$ cat config.mk
export PLATFORM = sky130hd
export DESIGN_NAME = rlu_top
export DESIGN_NICKNAME = d
export VERILOG_FILES = /design/src/rtl/rlu_pkg.sv /design/src/rtl/rlu_gate4.sv /design/src/rtl/rlu_fan2.sv /design/src/rtl/rlu_slice.sv /design/src/rtl/rlu_top.sv
export SDC_FILE = /design/constraint.sdc
export NUM_CORES = 1
export LEC_CHECK = 0
export ABC_CLOCK_PERIOD_IN_PS = 1350
export BUFFER_PORTS_ARGS = -buffer_cell sky130_fd_sc_hd__buf_2
export CAP_MARGIN = 20
export CORE_ASPECT_RATIO = 1.4
export CORE_MARGIN = 4
export CORE_UTILIZATION = 45
export CTS_CLUSTER_DIAMETER = 200
export CTS_CLUSTER_SIZE = 40
export DETAILED_ROUTE_END_ITERATION = 12
export GPL_ROUTABILITY_DRIVEN = 0
export PLACE_DENSITY = 0.76
export RECOVER_POWER = 25
export SLEW_MARGIN = 10
export SYNTH_ARGS = -nofsm -noshare
export SYNTH_HDL_FRONTEND = slang
export SYNTH_SLANG_ARGS = --single-unit
$ cat constraint.sdc
create_clock -name clk -period 1.35 [get_ports clk]
set_input_delay 0.2025 -clock clk [delete_from_list [all_inputs] [get_ports clk]]
set_output_delay 0.2025 -clock clk [all_outputs]
set_load 0.01 [all_outputs]
$ cat src/rtl/rlu_pkg.sv
package rlu_pkg;

    parameter int unsigned RLU_WIDTH = 16;

    typedef enum logic [1:0] {
        SEL_AND  = 2'b00,
        SEL_NAND = 2'b01,
        SEL_OR   = 2'b10,
        SEL_INV  = 2'b11
    } rlu_sel_e;

    // One cell's four input lines, MSB first as in the code ordering.
    typedef struct packed {
        logic a;
        logic b;
        logic c;
        logic d;
    } cell_in_t;

    // One cell's four output lines: inverter, exclusive-OR, aux, main.
    typedef struct packed {
        logic p;
        logic q;
        logic r;
        logic s;
    } cell_out_t;

    // Main output of the cell: chosen per select code, with the code 11
    // reusing the AND term so that the full map stays one-to-one.
    function automatic logic cell_main(input logic a, input logic b,
                                       input logic c, input logic d);
        logic and_t;
        and_t = a & b;
        case ({c, d})
            2'b01:   return ~and_t;
            2'b10:   return a | b;
            default: return and_t;
        endcase
    endfunction

    // Aux output: the low select bit, flipped by the equality term when
    // the high select bit is set.
    function automatic logic cell_aux(input logic a, input logic b,
                                      input logic c, input logic d);
        return d ^ (c & ~(a ^ b));
    endfunction

endpackage

$ cat src/rtl/rlu_gate4.sv
module rlu_gate4
    import rlu_pkg::*;
(
    input  cell_in_t  x,
    output cell_out_t y
);

    logic both_sel;

    assign both_sel = x.c & x.d;

    always_comb begin
        y.p = x.a ^ both_sel;
        y.q = x.a ^ x.b;
        y.r = cell_aux(x.a, x.b, x.c, x.d);
        y.s = cell_main(x.a, x.b, x.c, x.d);
    end

endmodule

$ cat src/rtl/rlu_fan2.sv
module rlu_fan2 (
    input  logic ctl,
    input  logic tgt,
    output logic ctl_o,
    output logic tgt_o
);

    assign ctl_o = ctl;
    assign tgt_o = ctl ^ tgt;

endmodule

$ cat src/rtl/rlu_slice.sv
module rlu_slice
    import rlu_pkg::*;
#(
    parameter logic TGT_CONST = 1'b1
) (
    input  logic       a,
    input  logic       b,
    input  logic [1:0] sel,
    output logic       o_main,
    output logic       o_aux,
    output logic       o_inv,
    output logic       o_xor,
    output logic       o_xnor
);

    cell_in_t  cin;
    cell_out_t cout;

    assign cin = '{a: a, b: b, c: sel[1], d: sel[0]};

    rlu_gate4 u_cell (
        .x (cin),
        .y (cout)
    );

    // The exclusive-OR line is consumed only by this gate, which hands out
    // the line itself and its inversion against the constant target.
    rlu_fan2 u_fan (
        .ctl   (cout.q),
        .tgt   (TGT_CONST),
        .ctl_o (o_xor),
        .tgt_o (o_xnor)
    );

    assign o_main = cout.s;
    assign o_aux  = cout.r;
    assign o_inv  = cout.p;

endmodule

$ cat src/rtl/rlu_top.sv
module rlu_top
    import rlu_pkg::*;
#(
    parameter int unsigned WIDTH = RLU_WIDTH
) (
    input  logic             clk,
    input  logic             rst,
    input  logic [WIDTH-1:0] op_a,
    input  logic [WIDTH-1:0] op_b,
    input  logic [1:0]       sel,
    output logic [WIDTH-1:0] res_main,
    output logic [WIDTH-1:0] res_aux,
    output logic [WIDTH-1:0] res_inv,
    output logic [WIDTH-1:0] res_xor,
    output logic [WIDTH-1:0] res_xnor
);

    localparam int unsigned NUM_GATES = 2 * WIDTH;

    logic [WIDTH-1:0] w_main;
    logic [WIDTH-1:0] w_aux;
    logic [WIDTH-1:0] w_inv;
    logic [WIDTH-1:0] w_xor;
    logic [WIDTH-1:0] w_xnor;

    for (genvar i = 0; i < WIDTH; i++) begin : g_slice
        rlu_slice #(
            .TGT_CONST (1'b1)
        ) u_slice (
            .a      (op_a[i]),
            .b      (op_b[i]),
            .sel    (sel),
            .o_main (w_main[i]),
            .o_aux  (w_aux[i]),
            .o_inv  (w_inv[i]),
            .o_xor  (w_xor[i]),
            .o_xnor (w_xnor[i])
        );
    end

    initial begin
        if (NUM_GATES != 2 * WIDTH) $display("gate count mismatch");
    end

    always_ff @(posedge clk) begin
        if (rst) begin
            res_main <= '0;
            res_aux  <= '0;
            res_inv  <= '0;
            res_xor  <= '0;
            res_xnor <= '0;
        end else begin
            res_main <= w_main;
            res_aux  <= w_aux;
            res_inv  <= w_inv;
            res_xor  <= w_xor;
            res_xnor <= w_xnor;
        end
    end

endmodule

# After elaboration in Yosys (flattened, before gate mapping)
# Cells that the tools add are included.
[word_totals]
regBits = 80
inputBits = 36
out_inout_bits = 80
elab_cells = 152
[op_classes]
n_eq_ne = 2
mux = 16
bitwise_logic = 129
[ops]
columns = ["op", "n"]
rows = [
  ["$xor 1x1->1", 48],
  ["$and 1x1->1", 33],
  ["$not 1->1", 32],
  ["$pmux 1 s2", 16],
  ["$or 1x1->1", 16],
  ["$eq 2x1->1 const B", 1],
  ["$eq 2x2->1 const B", 1],
]

# Longest topological paths before layout
# Gate-level depths: netlist of the first run.
[depth]
depth_word = 4
ltp_mapped = 8
mapped_depth_nobuf = 5

# Cells and area by module
# A second synthesis of the first run with hierarchy kept.
[hier_totals]
cells_unflattened = 472
area_unflattened_um2 = 4524.3
[modules_own_cells]
columns = ["module", "instances", "cells_each", "area_per_inst_um2", "seq_area_each_um2"]
rows = [
  ["rlu_top", 1, 168, 2142.1, 1601.5],
  ["rlu_gate4", 16, 16, 128.9, 0.0],
  ["rlu_fan2", 16, 2, 16.3, 0.0],
  ["rlu_slice", 16, 1, 3.8, 0.0],
]

# Least setup slack after synthesis of the first run
# Ideal clock, no wire load.
[synth_timing]
path_type = "input to register"
startpoint = "input sel[0]"
endpoint = "register res_main[12]"
arrival_time_ns = 1.332
slack_ns = -0.120
stages = 8
n_path_buf = 4
cell_sequence = "buf_2 -> buf_2 -> inv_1 -> ha_1 -> clkbuf_2 -> buf_4 -> a221oi_1 -> a211oi_1"
[synth_via]
elab_chain_len = 2
word_cells_on_any_way = 3
[synth_lines]
columns = ["item", "line", "source"]
rows = [
  ["from (decl)", "rlu_top.sv:10", "input logic [1:0] sel,"],
  ["$eq 2x2->1 / $eq 2x1->1 (equally long branches)", "rlu_pkg.sv:34", "case ({c, d})"],
  ["$pmux 1 s2 *", "rlu_pkg.sv:34", ""],
  ["to (signal assigned)", "rlu_top.sv:53", "res_main <= w_main;"],
  ["to (decl)", "rlu_top.sv:11", "output logic [WIDTH-1:0] res_main,"],
]
# Every way passes the cells marked *; elsewhere a longest branch is shown, timed or not.
# A chain may end at the register's enable or synchronous reset.

# Final worst setup path of the first run
[layout_timing]
startpoint = "input sel[0]"
endpoint = "register res_inv[15]"
[layout_via]
elab_chain_len = 2
[layout_lines]
columns = ["item", "line", "source"]
rows = [
  ["$and 1x1->1", "rlu_gate4.sv:10", "assign both_sel = x.c & x.d;"],
  ["$xor 1x1->1", "rlu_gate4.sv:13", "y.p = x.a ^ both_sel;"],
  ["to (signal assigned)", "rlu_top.sv:55", "res_inv <= w_inv;"],
  ["to (decl)", "rlu_top.sv:13", "output logic [WIDTH-1:0] res_inv,"],
]
# Every way passes these cells.

==> results.md, run 1 <==
| Stage | Result | Value |
|:---|:---|:---|
| run status | Result of the run | finished clean |
| clocking | Hold Buf Count CTS | 0 |
| detailed routing | Initial DRC count | 109 |
| power | Tot Pwr | 5.69 mW |
| die | Chip height | 109 microns |
| yosys | FFs w/ async S/R, synth | 0% |
| global routing | Initial antenna violation count | 0 |
| yosys | Cell count after synthesis | 349 |
| die | Die width | 80.4 microns |
| yosys | Ranking of synthesized cells by instance count | sky130_fd_sc_hd__dfxtp_1, sky130_fd_sc_hd__inv_1, sky130_fd_sc_hd__ha_1, sky130_fd_sc_hd__nor2_1 |
| placed design | IO buf count | 115 |
| power | Sequential group share of total power | 45.7% |
| power | Internal power | 4.25 mW |
| power | Switching power total | 1.44 mW |
| timing | Worst hold slack | 0.179 ns |
| timing | Slew @ Worst Pin | 0.459 ns |
| finish | Area Overhead vs Synth | 30.9% |
| timing | Setup Viol. Count Final | 0 |
| yosys | Share of Yosys cell area claimed by the top area cell type | 48.5% |
| setup path | Worst Path Arrival | 1.33 ns |
| placed design | Instance area after placement | 4130 sq um |
| die | Core region area | 7070 sq um |
| detailed routing | Routed wire length | 7760 microns |
| placed design | Half-perimeter wire length of the detailed placement result | 5760 microns |
| power | Share of total power in combinational logic | 16.9% |
| yosys | Sequential area share after synthesis | 48.5% |
| global routing | Via count of the first global-routing pass | 2598 |
| timing | Setup repair after global routing missed its margin | no |
| clocking | Number of gates given a new drive strength after cts | 0 |
| detailed routing | Total iterations of the first detailed-routing run | 4 |
| setup path | Maximum fanout encountered on the critical timing path | 19 |
| clocking | Buffer depth of the longest clock path | 2 |
| setup path | Largest stage delay on the critical path | 0.32 ns |
| yosys | Syn_nets | 420 |
| yosys | Post-synthesis cell type with the largest combined area | sky130_fd_sc_hd__dfxtp_1 |
| global routing | Maximum number of pins on one net before global-route repair | 81 |
| timing | Total Neg Setup Slack | 0 ns |
| timing | Minimum clock period | 1.11 ns |
| finish | Post-route design area | 4320 sq um |
| yosys | Total of warnings raised by yosys | 0 |
| die | Die Outline Area | 8790 sq um |
| die | Core Rows | 36 |
| finish | Sequential cell area | 1600 sq um |
| yosys | Most frequent cell after synthesis | sky130_fd_sc_hd__dfxtp_1 |
| hold path | Class of the tightest hold or removal check | primary input to flop |
| timing | Upper clock frequency limit | 902 MHz |
| finish | Share of post-route cells with drive strength above 1 | 28.8% |
| global routing | Global route total overflow | 0 |
| power | Leakage power summed over all cells | 2.14 nW |
| clocking | CTS Root Cell | sky130_fd_sc_hd__clkbuf_8 |
| power | Clock power frac | 37.3% |
| power | Total power divided by cell area | 1320 nW/um^2 |
| timing | Final Slew Violations | 0 |
| global routing | All-layer global routing usage | 18.1% |
| placed design | Dpl cells | 554 |
| run | # Max-Cap Violations | 0 |
| timing | Share of the clock period used by the worst path | 82.2% |
| power | Switching share of power | 25.3% |
| finish | Diode insertion count for antenna repair | 0 |
| yosys | Post-synth EDFFs | 0 |
| finish | Nets@finish | 541 |
| clocking | Clock sink count | 80 |
| yosys | Total standard cell area after synthesis | 3300 sq um |
| setup path | Crit-path slowest cell | sky130_fd_sc_hd__clkbuf_2 |
| power | Maximum vdd ir drop | 0.876 mV |
| finish | Area of combinational cells with multiple inputs | 1390 sq um |
| setup path | Type of destination of the critical path | flop |
| die | Top Ports | 116 |
| timing | Count of endpoints failing hold in the final timing report | 0 |
| detailed routing | DRC violations left | 0 |
| yosys | Post-synthesis area per instance | 9.45 sq um |
| finish | End-of-flow core utilization | 61.1% |
| detailed routing | Antenna-violating nets left | 0 |
| global routing | Wire length of the first global-routing pass | 11900 microns |
| yosys | Most used flip-flop cell after synthesis | sky130_fd_sc_hd__dfxtp_1 |
| detailed routing | Number of vias after detailed routing | 2674 |
| setup path | Critical path class | primary input to flop |
| clocking | Buffer count from post-CTS setup fixing | 0 |
| timing | Max-Slew Margin vs Limit | 69.4% |
| placed design | Setup WS pre-CTS | -0.0357 ns |
| yosys | FF+latch count, synth | 80 |
| yosys | Cell variety after synth | 18 |
| die | Starting density of the core | 46.7% |
| clocking | Total CTS buffers | 9 |
| clocking | CTS tree | done |
| timing | Min setup slack post-route | 0.241 ns |
| setup path | Startpoint type of the worst setup path | primary input |
| finish | Number of standard cells in the final layout excluding fillers | 570 |
| detailed routing | Average wire per standard cell | 13.6 microns |
| setup path | Req. time, crit path | 1.57 ns |
| finish | Filler cell count | 662 |
| setup path | Sequence of cells on the critical path | clkbuf_1 > clkbuf_2 > ha_1 > buf_12 > xnor2_1 > nor2_1 |
| clocking | Clock Pin Slew Worst Setup and Hold Paths | 0.08 ns |
| detailed routing | Average via count per standard cell | 4.69 |
| yosys | Top cells by area, synth | sky130_fd_sc_hd__dfxtp_1, sky130_fd_sc_hd__ha_1, sky130_fd_sc_hd__inv_1 |
| clocking | H-tree levels | 3 |
==> kinds of logic (layout without fill, tap and decap cells) <==
logic type,Yosys count,count (layout),synth area share (%)
AO/OA/AOI/OAI,64,64,12.7
XOR/XNOR,16,16,4.25
AND/OR/NAND/NOR,64,64,9.71
adder cells (fa/ha/maj),35,35,13.3
flip-flops,80,80,48.5
buffers and inverters,90,216,11.5
==> final timing paths <==
kind	from	endpoint	slack, ns	depth (start not counted)
hold / removal	op_a[14]	res_inv[14]$_SDFF_PP0_	0.18	3
setup / recovery	sel[0]	res_inv[15]$_SDFF_PP0_	0.24	6
==> layout make-up <==
type,count,area share (%)
clock buffer,11,3.27
clock inverter,5,2.41
inverter,66,5.74
multi-input combinational,179,32.2
sequential,80,37.1
tap,95,2.75
timing repair buffer,134,16.5
==> per-layer routing <==
metal | GRT usage, % | up-vias | part of all wire, %
met3 | 5.25 | 14 | 5.8
met1 | 19.8 | 1232 | 39
met4 | 8.82 | 0 | 2.5
met5 | 0 | - | 0
met2 | 31.6 | 72 | 53
li1 | - | 1356 | -
==> flip-flops by register name (all words and copies together) (netlist names) <==
register  cells
res_xor      16
res_main     16
res_aux      16
res_xnor     16
res_inv      16
==> placed cells by master, fill, tap and decap left out <==
cell	n
sky130_fd_sc_hd__buf_2	98
sky130_fd_sc_hd__dfxtp_1	80
sky130_fd_sc_hd__inv_1	65
sky130_fd_sc_hd__ha_1	34
sky130_fd_sc_hd__nor2_1	32
sky130_fd_sc_hd__clkbuf_1	26
sky130_fd_sc_hd__a211oi_1	16
sky130_fd_sc_hd__or3_1	16
sky130_fd_sc_hd__a21oi_1	16
sky130_fd_sc_hd__xnor2_1	16
sky130_fd_sc_hd__nor2b_1	16
sky130_fd_sc_hd__o21ai_0	15
sky130_fd_sc_hd__a221oi_2	11
sky130_fd_sc_hd__clkbuf_8	10
sky130_fd_sc_hd__a221oi_1	5
sky130_fd_sc_hd__buf_12	4
sky130_fd_sc_hd__buf_4	4
sky130_fd_sc_hd__bufinv_16	3
sky130_fd_sc_hd__clkbuf_4	2
sky130_fd_sc_hd__inv_2	1
sky130_fd_sc_hd__o21ai_1	1
sky130_fd_sc_hd__ha_2	1
sky130_fd_sc_hd__clkinv_2	1
sky130_fd_sc_hd__clkinv_4	1
sky130_fd_sc_hd__clkbuf_2	1
==> power by group through the flow <==
stage	clock (mW)	sequential (mW)	combinational, mW
5_1_grt	2.26	2.62	1.07
2_1_floorplan	0	2.76	0.474
4_1_cts	2.17	2.60	1.01
3_5_place_dp	0	2.66	1.01
3_3_place_gp	0	2.66	0.972
6_report	2.12	2.60	0.964
==> critical path, delay by kind of cell <==
family	cells	cell delay (ns)
buf+inv	3	0.67
fa+ha+maj	1	0.25
xor+xnor	1	0.14
simple gates	1	0.07
(Power assumes the default switching activity.)
==> inputs of run 2 (changes only) <==
--- a/config.mk
+++ b/config.mk
@@ -5,17 +5,17 @@
 export SDC_FILE = /design/constraint.sdc
 export NUM_CORES = 1
 export LEC_CHECK = 0
-export ABC_CLOCK_PERIOD_IN_PS = 1350
+export ABC_CLOCK_PERIOD_IN_PS = 1200
 export BUFFER_PORTS_ARGS = -buffer_cell sky130_fd_sc_hd__buf_2
 export CAP_MARGIN = 20
 export CORE_ASPECT_RATIO = 1.4
 export CORE_MARGIN = 4
-export CORE_UTILIZATION = 45
+export CORE_UTILIZATION = 49
 export CTS_CLUSTER_DIAMETER = 200
 export CTS_CLUSTER_SIZE = 40
 export DETAILED_ROUTE_END_ITERATION = 12
 export GPL_ROUTABILITY_DRIVEN = 0
-export PLACE_DENSITY = 0.76
+export PLACE_DENSITY = 0.79
 export RECOVER_POWER = 25
 export SLEW_MARGIN = 10
 export SYNTH_ARGS = -nofsm -noshare
==> constraint.sdc (replaced) <==
create_clock -name clk -period 1.2 [get_ports clk]
set_input_delay 0.18 -clock clk [delete_from_list [all_inputs] [get_ports clk]]
set_output_delay 0.18 -clock clk [all_outputs]
set_load 0.01 [all_outputs]
==> run 2 against run 1 <==
Wire length rose by 3.1%. Die area fell by 7.5%. First-iteration DRC count decreased by 23%. Global-route usage is 2.6 points higher. Final area rose by 2.1%. Non-clock buffer count rose by 23. Setup slack worse by 0.093 ns. Sequential cell count did not move. Largest cell class unchanged. Total power up 5.3%. Critical path depth down 1. Sequential share of layout area decreased by 0.78 points. Sequential power is 13% higher. Critical path type unchanged. Highest routed layer unchanged.
==> results.md, run 2 (same netlist as run 1, synthesis figures left out) <==
| Stage | Result | Value |
|:---|:---|:---|
| clocking | Number of gates given a new drive strength after cts | 0 |
| detailed routing | Total iterations of the first detailed-routing run | 4 |
| finish | Diode insertion count for antenna repair | 0 |
| power | Leakage power summed over all cells | 2.21 nW |
| global routing | All-layer global routing usage | 20.7% |
| die | Die Outline Area | 8130 sq um |
| global routing | Global route total overflow | 0 |
| die | Starting density of the core | 50.2% |
| setup path | Maximum fanout encountered on the critical timing path | 16 |
| finish | Area Overhead vs Synth | 33.7% |
| finish | Sequential cell area | 1600 sq um |
| finish | Share of post-route cells with drive strength above 1 | 31.6% |
| clocking | CTS tree | done |
| clocking | Buffer depth of the longest clock path | 2 |
| timing | Minimum clock period | 1.05 ns |
| timing | Upper clock frequency limit | 951 MHz |
| finish | Leading cell types in the layout, fill and taps excluded | sky130_fd_sc_hd__buf_2, sky130_fd_sc_hd__dfxtp_1, sky130_fd_sc_hd__inv_1 |
| global routing | Wire length of the first global-routing pass | 13200 microns |
| power | Maximum vdd ir drop | 0.977 mV |
| timing | Count of endpoints failing hold in the final timing report | 0 |
| hold path | Class of the tightest hold or removal check | primary input to flop |
| clocking | Buffer count from post-CTS setup fixing | 0 |
| placed design | IO buf count | 115 |
| timing | Share of the clock period used by the worst path | 87.6% |
| detailed routing | Routed wire length | 8010 microns |
| detailed routing | Antenna-violating nets left | 0 |
| timing | Setup repair after global routing missed its margin | no |
| timing | Setup Viol. Count Final | 0 |
| die | Die width | 77.4 microns |
| die | Top Ports | 116 |
| detailed routing | Initial DRC count | 84 |
| timing | Slew @ Worst Pin | 0.386 ns |
| detailed routing | Average via count per standard cell | 4.87 |
| finish | Filler cell count | 566 |
| finish | Most common cell after layout, fill and taps aside | sky130_fd_sc_hd__buf_2 |
| setup path | Worst Path Arrival | 1.31 ns |
| setup path | Req. time, crit path | 1.46 ns |
| placed design | Setup WS pre-CTS | -0.0997 ns |
| hold path | Worst hold path cell count | 4 |
| die | Core region area | 6570 sq um |
| timing | Max-Slew Margin vs Limit | 74.2% |
| finish | Area of combinational cells with multiple inputs | 1410 sq um |
| global routing | Via count of the first global-routing pass | 2754 |
| clocking | CTS Root Cell | sky130_fd_sc_hd__clkbuf_8 |
| placed design | Half-perimeter wire length of the detailed placement result | 5940 microns |
| run | # Max-Cap Violations | 0 |
| global routing | Initial antenna violation count | 0 |
| timing | Worst hold slack | 0.180 ns |
| detailed routing | DRC violations left | 0 |
| die | Core Rows | 35 |
| setup path | Startpoint type of the worst setup path | primary input |
| detailed routing | Average wire per standard cell | 14.0 microns |
| clocking | Total CTS buffers | 9 |
| setup path | Critical path class | primary input to flop |
| timing | Final Slew Violations | 0 |
| power | Tot Pwr | 5.99 mW |
| clocking | H-tree levels | 3 |
| die | Chip height | 105 microns |
| clocking | Clock sink count | 80 |
| detailed routing | Number of vias after detailed routing | 2779 |
| power | Total power divided by cell area | 1360 nW/um^2 |
| clocking | Hold Buf Count CTS | 0 |
| global routing | Maximum number of pins on one net before global-route repair | 57 |
| finish | Nets@finish | 564 |
| timing | Min setup slack post-route | 0.148 ns |
| setup path | Type of destination of the critical path | flop |
| run status | Result of the run | finished clean |
| clocking | Clock Pin Slew Worst Setup and Hold Paths | 0.08 ns |
==> run 2: cell count changes in the layout (fill, tap and decap cells not counted), moves of 2 or more <==
cell,before,now
sky130_fd_sc_hd__bufinv_16,3,1
sky130_fd_sc_hd__clkbuf_1,26,30
sky130_fd_sc_hd__buf_2,98,100
sky130_fd_sc_hd__buf_4,4,24
sky130_fd_sc_hd__clkinv_2,1,3
sky130_fd_sc_hd__ha_4,0,2
==> run 2: per-layer routing <==
metal / track usage [%] / routed length, microns / up-vias
li1: - / - / 1406
met1: 23.3 / 3240 / 1274
met2: 35.8 / 4170 / 87
met3: 4.74 / 440 / 12
met4: 10.4 / 162 / 0
met5: 0 / 0 / -
==> run 2: area by class of cell <==
| type | count | area share (%) |
|---|---|---|
| clock buffer | 11 | 3.21 |
| clock inverter | 4 | 1.02 |
| inverter | 66 | 5.90 |
| multi-input combinational | 179 | 32.0 |
| sequential | 80 | 36.3 |
| tap | 74 | 2.10 |
| timing repair buffer | 157 | 19.4 |
==> run 2: where the power goes <==
part | switching [mW] | leakage (nW) | internal (mW)
Sequential | 0.0576 | 0.666 | 2.87
Clock | 0.910 | 0.0989 | 0.998
Combinational | 0.636 | 1.45 | 0.519
Total | 1.60 | 2.21 | 4.39
==> run 2: metrics by stage <==
step,util [%],cells,cell area (sq um),setup TNS (ns)
finish,67.1,571,4410,0
global route,67.1,571,4410,0
CTS,68.2,571,4480,0
detailed placement,65.4,556,4300,-0.799
global placement,65.4,556,4300,-0.282
floorplan,-,349,3470,-0.548
==> run 2: final timing paths <==
check,from,end,slack (ns)
worst max-delay path,sel[0],res_main[9]$_SDFF_PP0_,0.15
worst min-delay path,op_a[14],res_inv[14]$_SDFF_PP0_,0.18
==> run 2: worst max-delay path: stages <==
cell                       delay, ns
sky130_fd_sc_hd__clkbuf_1       0.15
sky130_fd_sc_hd__clkbuf_1       0.25
sky130_fd_sc_hd__ha_4           0.35
sky130_fd_sc_hd__a221oi_1       0.15
sky130_fd_sc_hd__a211oi_1       0.23
